**src/rtl/scan_vclk_pkg.sv**
```systemverilog
package scan_vclk_pkg;
  typedef enum logic [1:0] {
    SEG_CHAIN,
    SEG_SHIFT,
    SEG_CAPT,
    SEG_FLUSH
  } seg_e;

  typedef enum logic [1:0] {
    ST_IDLE,
    ST_RUN,
    ST_DONE
  } run_state_e;

  localparam int unsigned MIN_PERIOD = 2;
endpackage

```
**src/rtl/scan_vclk_seq.sv**
```systemverilog
module scan_vclk_seq
  import scan_vclk_pkg::*;
#(
  parameter int SFF_W  = 16,
  parameter int COMB_W = 16
) (
  input  logic              clk_i,
  input  logic              rst_ni,
  input  logic              clear_i,
  input  logic              adv_i,
  input  logic [SFF_W-1:0]  n_sff_i,
  input  logic [COMB_W-1:0] n_comb_i,
  output logic              shift_o
);
  localparam int SC_W = SFF_W + 1;

  seg_e              seg_q;
  logic [SC_W-1:0]   seg_cnt_q;
  logic [COMB_W-1:0] vec_q;
  logic [SC_W-1:0]   chain_last;
  logic [SC_W-1:0]   sff_last;
  logic [COMB_W-1:0] comb_last;

  assign chain_last = {1'b0, n_sff_i} + SC_W'(3);
  assign sff_last   = {1'b0, n_sff_i} - SC_W'(1);
  assign comb_last  = n_comb_i - COMB_W'(1);
  assign shift_o    = (seg_q != SEG_CAPT);

  always_ff @(posedge clk_i or negedge rst_ni) begin
    if (!rst_ni) begin
      seg_q     <= SEG_CHAIN;
      seg_cnt_q <= '0;
      vec_q     <= '0;
    end else if (clear_i) begin
      seg_q     <= SEG_CHAIN;
      seg_cnt_q <= '0;
      vec_q     <= '0;
    end else if (adv_i) begin
      unique case (seg_q)
        SEG_CHAIN: begin
          if (seg_cnt_q == chain_last) begin
            seg_cnt_q <= '0;
            seg_q     <= (n_comb_i == '0) ? SEG_FLUSH : SEG_SHIFT;
          end else begin
            seg_cnt_q <= seg_cnt_q + SC_W'(1);
          end
        end
        SEG_SHIFT: begin
          if (seg_cnt_q == sff_last) begin
            seg_cnt_q <= '0;
            seg_q     <= SEG_CAPT;
          end else begin
            seg_cnt_q <= seg_cnt_q + SC_W'(1);
          end
        end
        SEG_CAPT: begin
          vec_q <= vec_q + COMB_W'(1);
          seg_q <= (vec_q == comb_last) ? SEG_FLUSH : SEG_SHIFT;
        end
        default: seg_cnt_q <= seg_cnt_q + SC_W'(1);
      endcase
    end
  end
endmodule

```
**src/rtl/scan_vclk_period.sv**
```systemverilog
module scan_vclk_period
  import scan_vclk_pkg::*;
#(
  parameter int E_W    = 16,
  parameter int R_W    = 16,
  parameter int FRAC_W = 8,
  parameter int P_W    = 16
) (
  input  logic             fixed_mode_i,
  input  logic             shift_i,
  input  logic [E_W-1:0]   energy_i,
  input  logic [E_W-1:0]   energy_max_i,
  input  logic [R_W-1:0]   recip_i,
  input  logic [P_W-1:0]   shift_floor_i,
  input  logic [P_W-1:0]   capture_floor_i,
  output logic [P_W-1:0]   period_o
);
  localparam int PROD_W = E_W + R_W;
  localparam int TICK_W = PROD_W + 1 - FRAC_W;
  localparam logic [PROD_W:0] ROUND_UP = {{(PROD_W + 1 - FRAC_W){1'b0}}, {FRAC_W{1'b1}}};

  logic [E_W-1:0]    e_sel;
  logic [PROD_W-1:0] prod;
  logic [PROD_W:0]   prod_rnd;
  logic [TICK_W-1:0] ticks;
  logic [P_W-1:0]    ticks_p;
  logic [P_W-1:0]    floor_sel;
  logic [P_W-1:0]    floor_min;

  assign e_sel    = fixed_mode_i ? energy_max_i : energy_i;
  assign prod     = PROD_W'(e_sel) * PROD_W'(recip_i);
  assign prod_rnd = {1'b0, prod} + ROUND_UP;
  assign ticks    = prod_rnd[PROD_W:FRAC_W];

  generate
    if (TICK_W > P_W) begin : g_sat
      always_comb begin
        if (|ticks[TICK_W-1:P_W]) ticks_p = '1;
        else                      ticks_p = ticks[P_W-1:0];
      end
    end else begin : g_wide
      assign ticks_p = P_W'(ticks);
    end
  endgenerate

  assign floor_sel = shift_i ? shift_floor_i : capture_floor_i;
  assign floor_min = (floor_sel < P_W'(MIN_PERIOD)) ? P_W'(MIN_PERIOD) : floor_sel;
  assign period_o  = (ticks_p > floor_min) ? ticks_p : floor_min;
endmodule

```
**src/rtl/scan_vclk_clkgen.sv**
```systemverilog
module scan_vclk_clkgen #(
  parameter int P_W = 16
) (
  input  logic           clk_i,
  input  logic           rst_ni,
  input  logic           load_i,
  input  logic           stop_i,
  input  logic [P_W-1:0] period_i,
  output logic           scan_clk_o,
  output logic           cyc_end_o
);
  logic [P_W-1:0] period_q;
  logic [P_W-1:0] high_q;
  logic [P_W-1:0] ph_q;
  logic [P_W-1:0] ph_nx;
  logic           active_q;
  logic           clk_q;

  assign ph_nx      = ph_q + P_W'(1);
  assign cyc_end_o  = active_q && (ph_q == period_q - P_W'(1));
  assign scan_clk_o = clk_q;

  always_ff @(posedge clk_i or negedge rst_ni) begin
    if (!rst_ni) begin
      period_q <= '0;
      high_q   <= '0;
      ph_q     <= '0;
      active_q <= 1'b0;
      clk_q    <= 1'b0;
    end else if (load_i) begin
      period_q <= period_i;
      high_q   <= period_i >> 1;
      ph_q     <= '0;
      active_q <= 1'b1;
      clk_q    <= 1'b1;
    end else if (stop_i) begin
      ph_q     <= '0;
      active_q <= 1'b0;
      clk_q    <= 1'b0;
    end else if (active_q) begin
      ph_q  <= ph_nx;
      clk_q <= (ph_nx < high_q);
    end
  end
endmodule

```
**src/rtl/scan_vclk_gen.sv**
```systemverilog
module scan_vclk_gen
  import scan_vclk_pkg::*;
#(
  parameter int E_W    = 16,
  parameter int R_W    = 16,
  parameter int FRAC_W = 8,
  parameter int P_W    = 16,
  parameter int SFF_W  = 16,
  parameter int COMB_W = 16,
  parameter int CNT_W  = SFF_W + COMB_W + 2
) (
  input  logic              clk_i,
  input  logic              rst_ni,
  input  logic              start_i,
  input  logic              fixed_mode_i,
  input  logic [R_W-1:0]    recip_pmax_i,
  input  logic [E_W-1:0]    energy_i,
  input  logic [E_W-1:0]    energy_max_i,
  input  logic [P_W-1:0]    shift_floor_i,
  input  logic [P_W-1:0]    capture_floor_i,
  input  logic [SFF_W-1:0]  n_sff_i,
  input  logic [COMB_W-1:0] n_comb_i,
  output logic              scan_clk_o,
  output logic              scan_en_o,
  output logic              done_o,
  output logic [CNT_W-1:0]  cycle_idx_o
);
  run_state_e       st_q;
  logic [CNT_W-1:0] cyc_q;
  logic [CNT_W-1:0] total;
  logic             se_q;
  logic             shift_kind;
  logic [P_W-1:0]   period;
  logic             cyc_end;
  logic             load;
  logic             stop;
  logic             idle;

  assign idle  = (st_q == ST_IDLE);
  assign total = (CNT_W'(n_comb_i) + CNT_W'(2)) * CNT_W'(n_sff_i)
               + CNT_W'(n_comb_i) + CNT_W'(4);
  assign load  = (idle && start_i) || (cyc_end && (cyc_q != total));
  assign stop  = cyc_end && (cyc_q == total);

  scan_vclk_seq #(
    .SFF_W (SFF_W),
    .COMB_W(COMB_W)
  ) u_seq (
    .clk_i   (clk_i),
    .rst_ni  (rst_ni),
    .clear_i (idle && !start_i),
    .adv_i   (load),
    .n_sff_i (n_sff_i),
    .n_comb_i(n_comb_i),
    .shift_o (shift_kind)
  );

  scan_vclk_period #(
    .E_W   (E_W),
    .R_W   (R_W),
    .FRAC_W(FRAC_W),
    .P_W   (P_W)
  ) u_period (
    .fixed_mode_i   (fixed_mode_i),
    .shift_i        (shift_kind),
    .energy_i       (energy_i),
    .energy_max_i   (energy_max_i),
    .recip_i        (recip_pmax_i),
    .shift_floor_i  (shift_floor_i),
    .capture_floor_i(capture_floor_i),
    .period_o       (period)
  );

  scan_vclk_clkgen #(
    .P_W(P_W)
  ) u_clkgen (
    .clk_i     (clk_i),
    .rst_ni    (rst_ni),
    .load_i    (load),
    .stop_i    (stop),
    .period_i  (period),
    .scan_clk_o(scan_clk_o),
    .cyc_end_o (cyc_end)
  );

  always_ff @(posedge clk_i or negedge rst_ni) begin
    if (!rst_ni) begin
      st_q  <= ST_IDLE;
      cyc_q <= '0;
      se_q  <= 1'b0;
    end else begin
      if (load) begin
        cyc_q <= cyc_q + CNT_W'(1);
        se_q  <= shift_kind;
        st_q  <= ST_RUN;
      end else if (stop) begin
        st_q <= ST_DONE;
      end
    end
  end

  assign scan_en_o   = se_q;
  assign done_o      = (st_q == ST_DONE);
  assign cycle_idx_o = cyc_q;
endmodule

```
**config.mk**
```make
export PLATFORM = sky130hd
export DESIGN_NAME = scan_vclk_gen
export DESIGN_NICKNAME = d
export VERILOG_FILES = /design/src/rtl/scan_vclk_pkg.sv /design/src/rtl/scan_vclk_seq.sv /design/src/rtl/scan_vclk_period.sv /design/src/rtl/scan_vclk_clkgen.sv /design/src/rtl/scan_vclk_gen.sv
export SDC_FILE = /design/constraint.sdc
export NUM_CORES = 2
export LEC_CHECK = 0
export BUFFER_PORTS_ARGS = -buffer_cell sky130_fd_sc_hd__buf_4
export CORE_MARGIN = 1
export CORE_UTILIZATION = 65
export CTS_CLUSTER_SIZE = 14
export DETAILED_ROUTE_END_ITERATION = 8
export PLACE_DENSITY = 0.83
export SLEW_MARGIN = 20
export SYNTH_ARGS = -nofsm -noshare
export SYNTH_HDL_FRONTEND = slang
export SYNTH_HIERARCHICAL = 1
export SYNTH_SLANG_ARGS = --single-unit
export TNS_END_PERCENT = 30
```
**constraint.sdc**
```tcl
create_clock -name clk_i -period 11.55 [get_ports clk_i]
set_clock_uncertainty 0.2 [all_clocks]
set_input_delay 2.31 -clock clk_i [delete_from_list [all_inputs] [get_ports clk_i]]
set_output_delay 2.31 -clock clk_i [all_outputs]
set_load 0.01 [all_outputs]
```
==> metrics.txt <==
setup ws final between 0.4 and 0.5 ns; DIE HEIGHT 217 um; CP most frequent cell fa_1; number of global-route vias before repair around 27000; complex-gate fraction of the synthesized area 11.9%; Final Instance Area around 0.032 mm^2; diodes inserted 0; #FFs+latches synth 106; H-tree levels 3; unique cell type count in the Yosys netlist ~110; status completed; Synth Flop Type dfrtp_1; Async S/R FF share, synth 100%; RSZ-0062 raised after global routing true; Max-cap violations 0; worst min-delay path category register to register; xor and xnor area share after synthesis between 5 and 6%; critical path arrival 11.18 ns; 1st-iter DRT viols 2418; Wirelength per Cell 19.5 um; Mean Syn Cell Area 8.22 um^2; dpl ws -0.0345 ns; Syn Std Cell Area 0.0301 mm^2; Fin. Hold Viols 0; number of flops mapped to enable cells by yosys 0; Critical Path Start Type primary input; Mapped Cells 3665; post-synthesis net count 4466; Initial Util 66.1%; CORE AREA between 0.04 and 0.05 mm^2; Initial DRT Pass Iterations 8; layout cells sized above 1 10.1%; vias per cell 6.16; P&R area growth vs syn 7.10%; top-area cell type share of the netlist area 28.4%; Worst Setup End Kind register; clk buf depth 2; Tcrit/Tclk final 95.8%; Yosys warning count 6; Synth Area in Simple Gates 23.2%; first-pass GRT wire length 137000 um; headroom to the max-slew limit 26.3%; total number of vias 26662; Seq/Total Area, Yosys 8.81%; worst-margin pin slew 1.10 ns; Yosys top cell by area fa_1; largest net degree at the start of global routing 66; maximum clock rate around 90 MHz; Clock Sinks 106; critical path fanouts, max 17; Port Buffers 152; multiplexer share of the synthesized area 2.27%; Worst EP required 11.67 ns; initial antenna violation count 1; TritonCTS Buffers 9; DIE WIDTH 217 um; adder-cell share of the synthesized area 39.1%; total congestion overflow 0; HPWL Detailed 68000 um; R2R Setup Slk 6.67 ns; Slowest-stage cell, CP fa_1; die area 0.0472 mm^2; TritonCTS clock tree done; fin crit period around 11 ns; Top Ports 153; max incr delay on CP 0.53 ns; Final Slew Violations 0; clk root buf clkbuf_16; clock slew at reported path FFs about 0.09 ns; setup violators final 0; Fillers 3665; Layout Nets 4523; crit path kind primary input to register; GP Congestion between 1 and 1.5; Hold Buf Count CTS 0; Post-route DRC 0; main combinational cell family by area after synthesis adder cells; area post-placement 0.0319 mm^2; row cnt 78; Worst-Skew Late Latency 0.40 ns; GRT Util Overall 36.5%; final wirelength ~84000 um; DRT antenna net count 0; Area contributors post-synth fa_1 (28%), ha_1 (11%), dfrtp_1 (8.8%), nand2_1 (6.6%), inv_1 (6.2%)
[path summary, 6_finish.rpt]
path                                startpoint                    to  depth (start not counted)
max                               fixed_mode_i  u_clkgen/period_q[5]                         32
min in group asynchronous               rst_ni     u_clkgen/ph_q[13]                          1
min reg2reg                u_seq/seg_cnt_q[10]   u_seq/seg_cnt_q[10]                          1
min                        u_seq/seg_cnt_q[10]   u_seq/seg_cnt_q[10]                          1
max reg2reg                     u_seq/seg_q[0]  u_clkgen/period_q[5]                         19
max in group asynchronous               rst_ni        u_seq/vec_q[8]                          2
[synth_stat cells (11+ instances only)]
cell type	instances
nand2_1	526
inv_1	494
fa_1	427
ha_1	258
and2_1	219
clkbuf_1	161
nor2_1	144
a21oi_1	131
nand3_1	115
xnor2_1	108
dfrtp_1	106
o21ai_0	102
nor3_1	87
xor2_1	81
nand4_1	57
and3_1	43
nor4_1	36
buf_2	33
a21o_1	32
o211ai_1	32
mux2_2	30
a31oi_1	29
mux2i_1	29
nand2b_1	28
nor2b_1	25
o21a_1	22
a211oi_1	21
or3_1	19
and4_1	18
o31a_1	14
o21ai_1	12
or2_2	12
o2111ai_1	11
[cells by family (layout without fill, tap and decap cells)]
kind of cell             count (synthesis)  count (layout)
adder cells (fa/ha/maj)                685             685
AND/OR/NAND/NOR                       1387            1387
other                                    1               1
multiplexers                            63              63
flip-flops                             106             106
AO/OA/AOI/OAI                          525             525
buffers and inverters                  709             771
XOR/XNOR                               189             189
[repair_timing]
action | in CTS | in global routing
setup buffers | 0 | 2
resized for setup | 0 | 9
setup endpoints to repair | 0 | 61
[layout by cell type (no fill, tap or decap), types with 11 or more instances in the layout]
cell type  Yosys  routed
nor2_1       144     144
o21a_1        22      22
nand3_1      115     115
dfrtp_1      106     106
fa_1         427     427
o2111ai_1     11      11
o211ai_1      32      32
and4_1        18      18
ha_1         258     256
a21o_1        32      32
buf_4          3     260
nor3_1        87      85
nand2_1      526     526
o21ai_0      102     102
mux2i_1       29      29
a31oi_1       29      29
mux2_2        30      30
xor2_1        81      81
a211oi_1      21      21
and3_1        43      43
o21ai_1       12      12
nand2b_1      28      28
or2_2         12      12
inv_1        494     493
nand4_1       57      57
a21oi_1      131     131
nor2b_1       25      25
xnor2_1      108     108
and2_1       219     218
o31a_1        14      14
nor4_1        36      34
or3_1         19      19
[routing by layer]
metal	share of wire (%)	up-vias	GRT usage, %
li1	-	12165	-
met1	40	13065	46.5
met2	48	1182	61.1
met3	7.5	248	6.25
met4	4.3	2	15.7
met5	0.020	-	0
[registers in the layout, indices dropped and copies added (netlist names)]
name	flops
u_clkgen/period_q	16
u_clkgen/ph_q	16
u_seq/seg_cnt_q	17
scan_en_o	1
cycle_idx_o	34
u_seq/seg_q	2
u_clkgen/scan_clk_o	1
u_seq/vec_q	16
st_q	2
u_clkgen/active_q	1
[final cells by class]
cell class                      instances  area, um^2  share of cell area, %
Inverter                              494        1850                   5.75
Clock inverter                          7        68.8                  0.213
Clock buffer                            9         225                  0.698
Timing Repair Buffer                  261        1970                   6.11
Sequential cell                       106        2650                   8.22
Multi-Input combinational cell       2850       24700                   76.7
Tap cell                              600         751                   2.33
[stage by stage]
stage	utilization [%]	setup TNS (ns)	instances	hold WS (ns)
6_report	70.8	0	4327	0.353
5_1_grt	70.8	-0.00366	4327	0.380
4_1_cts	70.7	0	4325	0.351
3_5_place_dp	70.0	-0.0478	4309	0.342
3_3_place_gp	70.0	0	4309	0.335
2_1_floorplan	-	0	3665	0.296
[critical path, delay by kind of cell]
family / cells / cell delay [ns]
AOI/OAI and AO/OA: 8 / 1.78
adders and majority gates: 8 / 3.63
buffers and inverters: 5 / 0.45
muxes: 1 / 0.51
and+or+nand+nor: 10 / 2.48
Power is left out: the tool's default activity adds up to more than one toggle a clock period on the data nets, which glitch-free logic cannot reach.
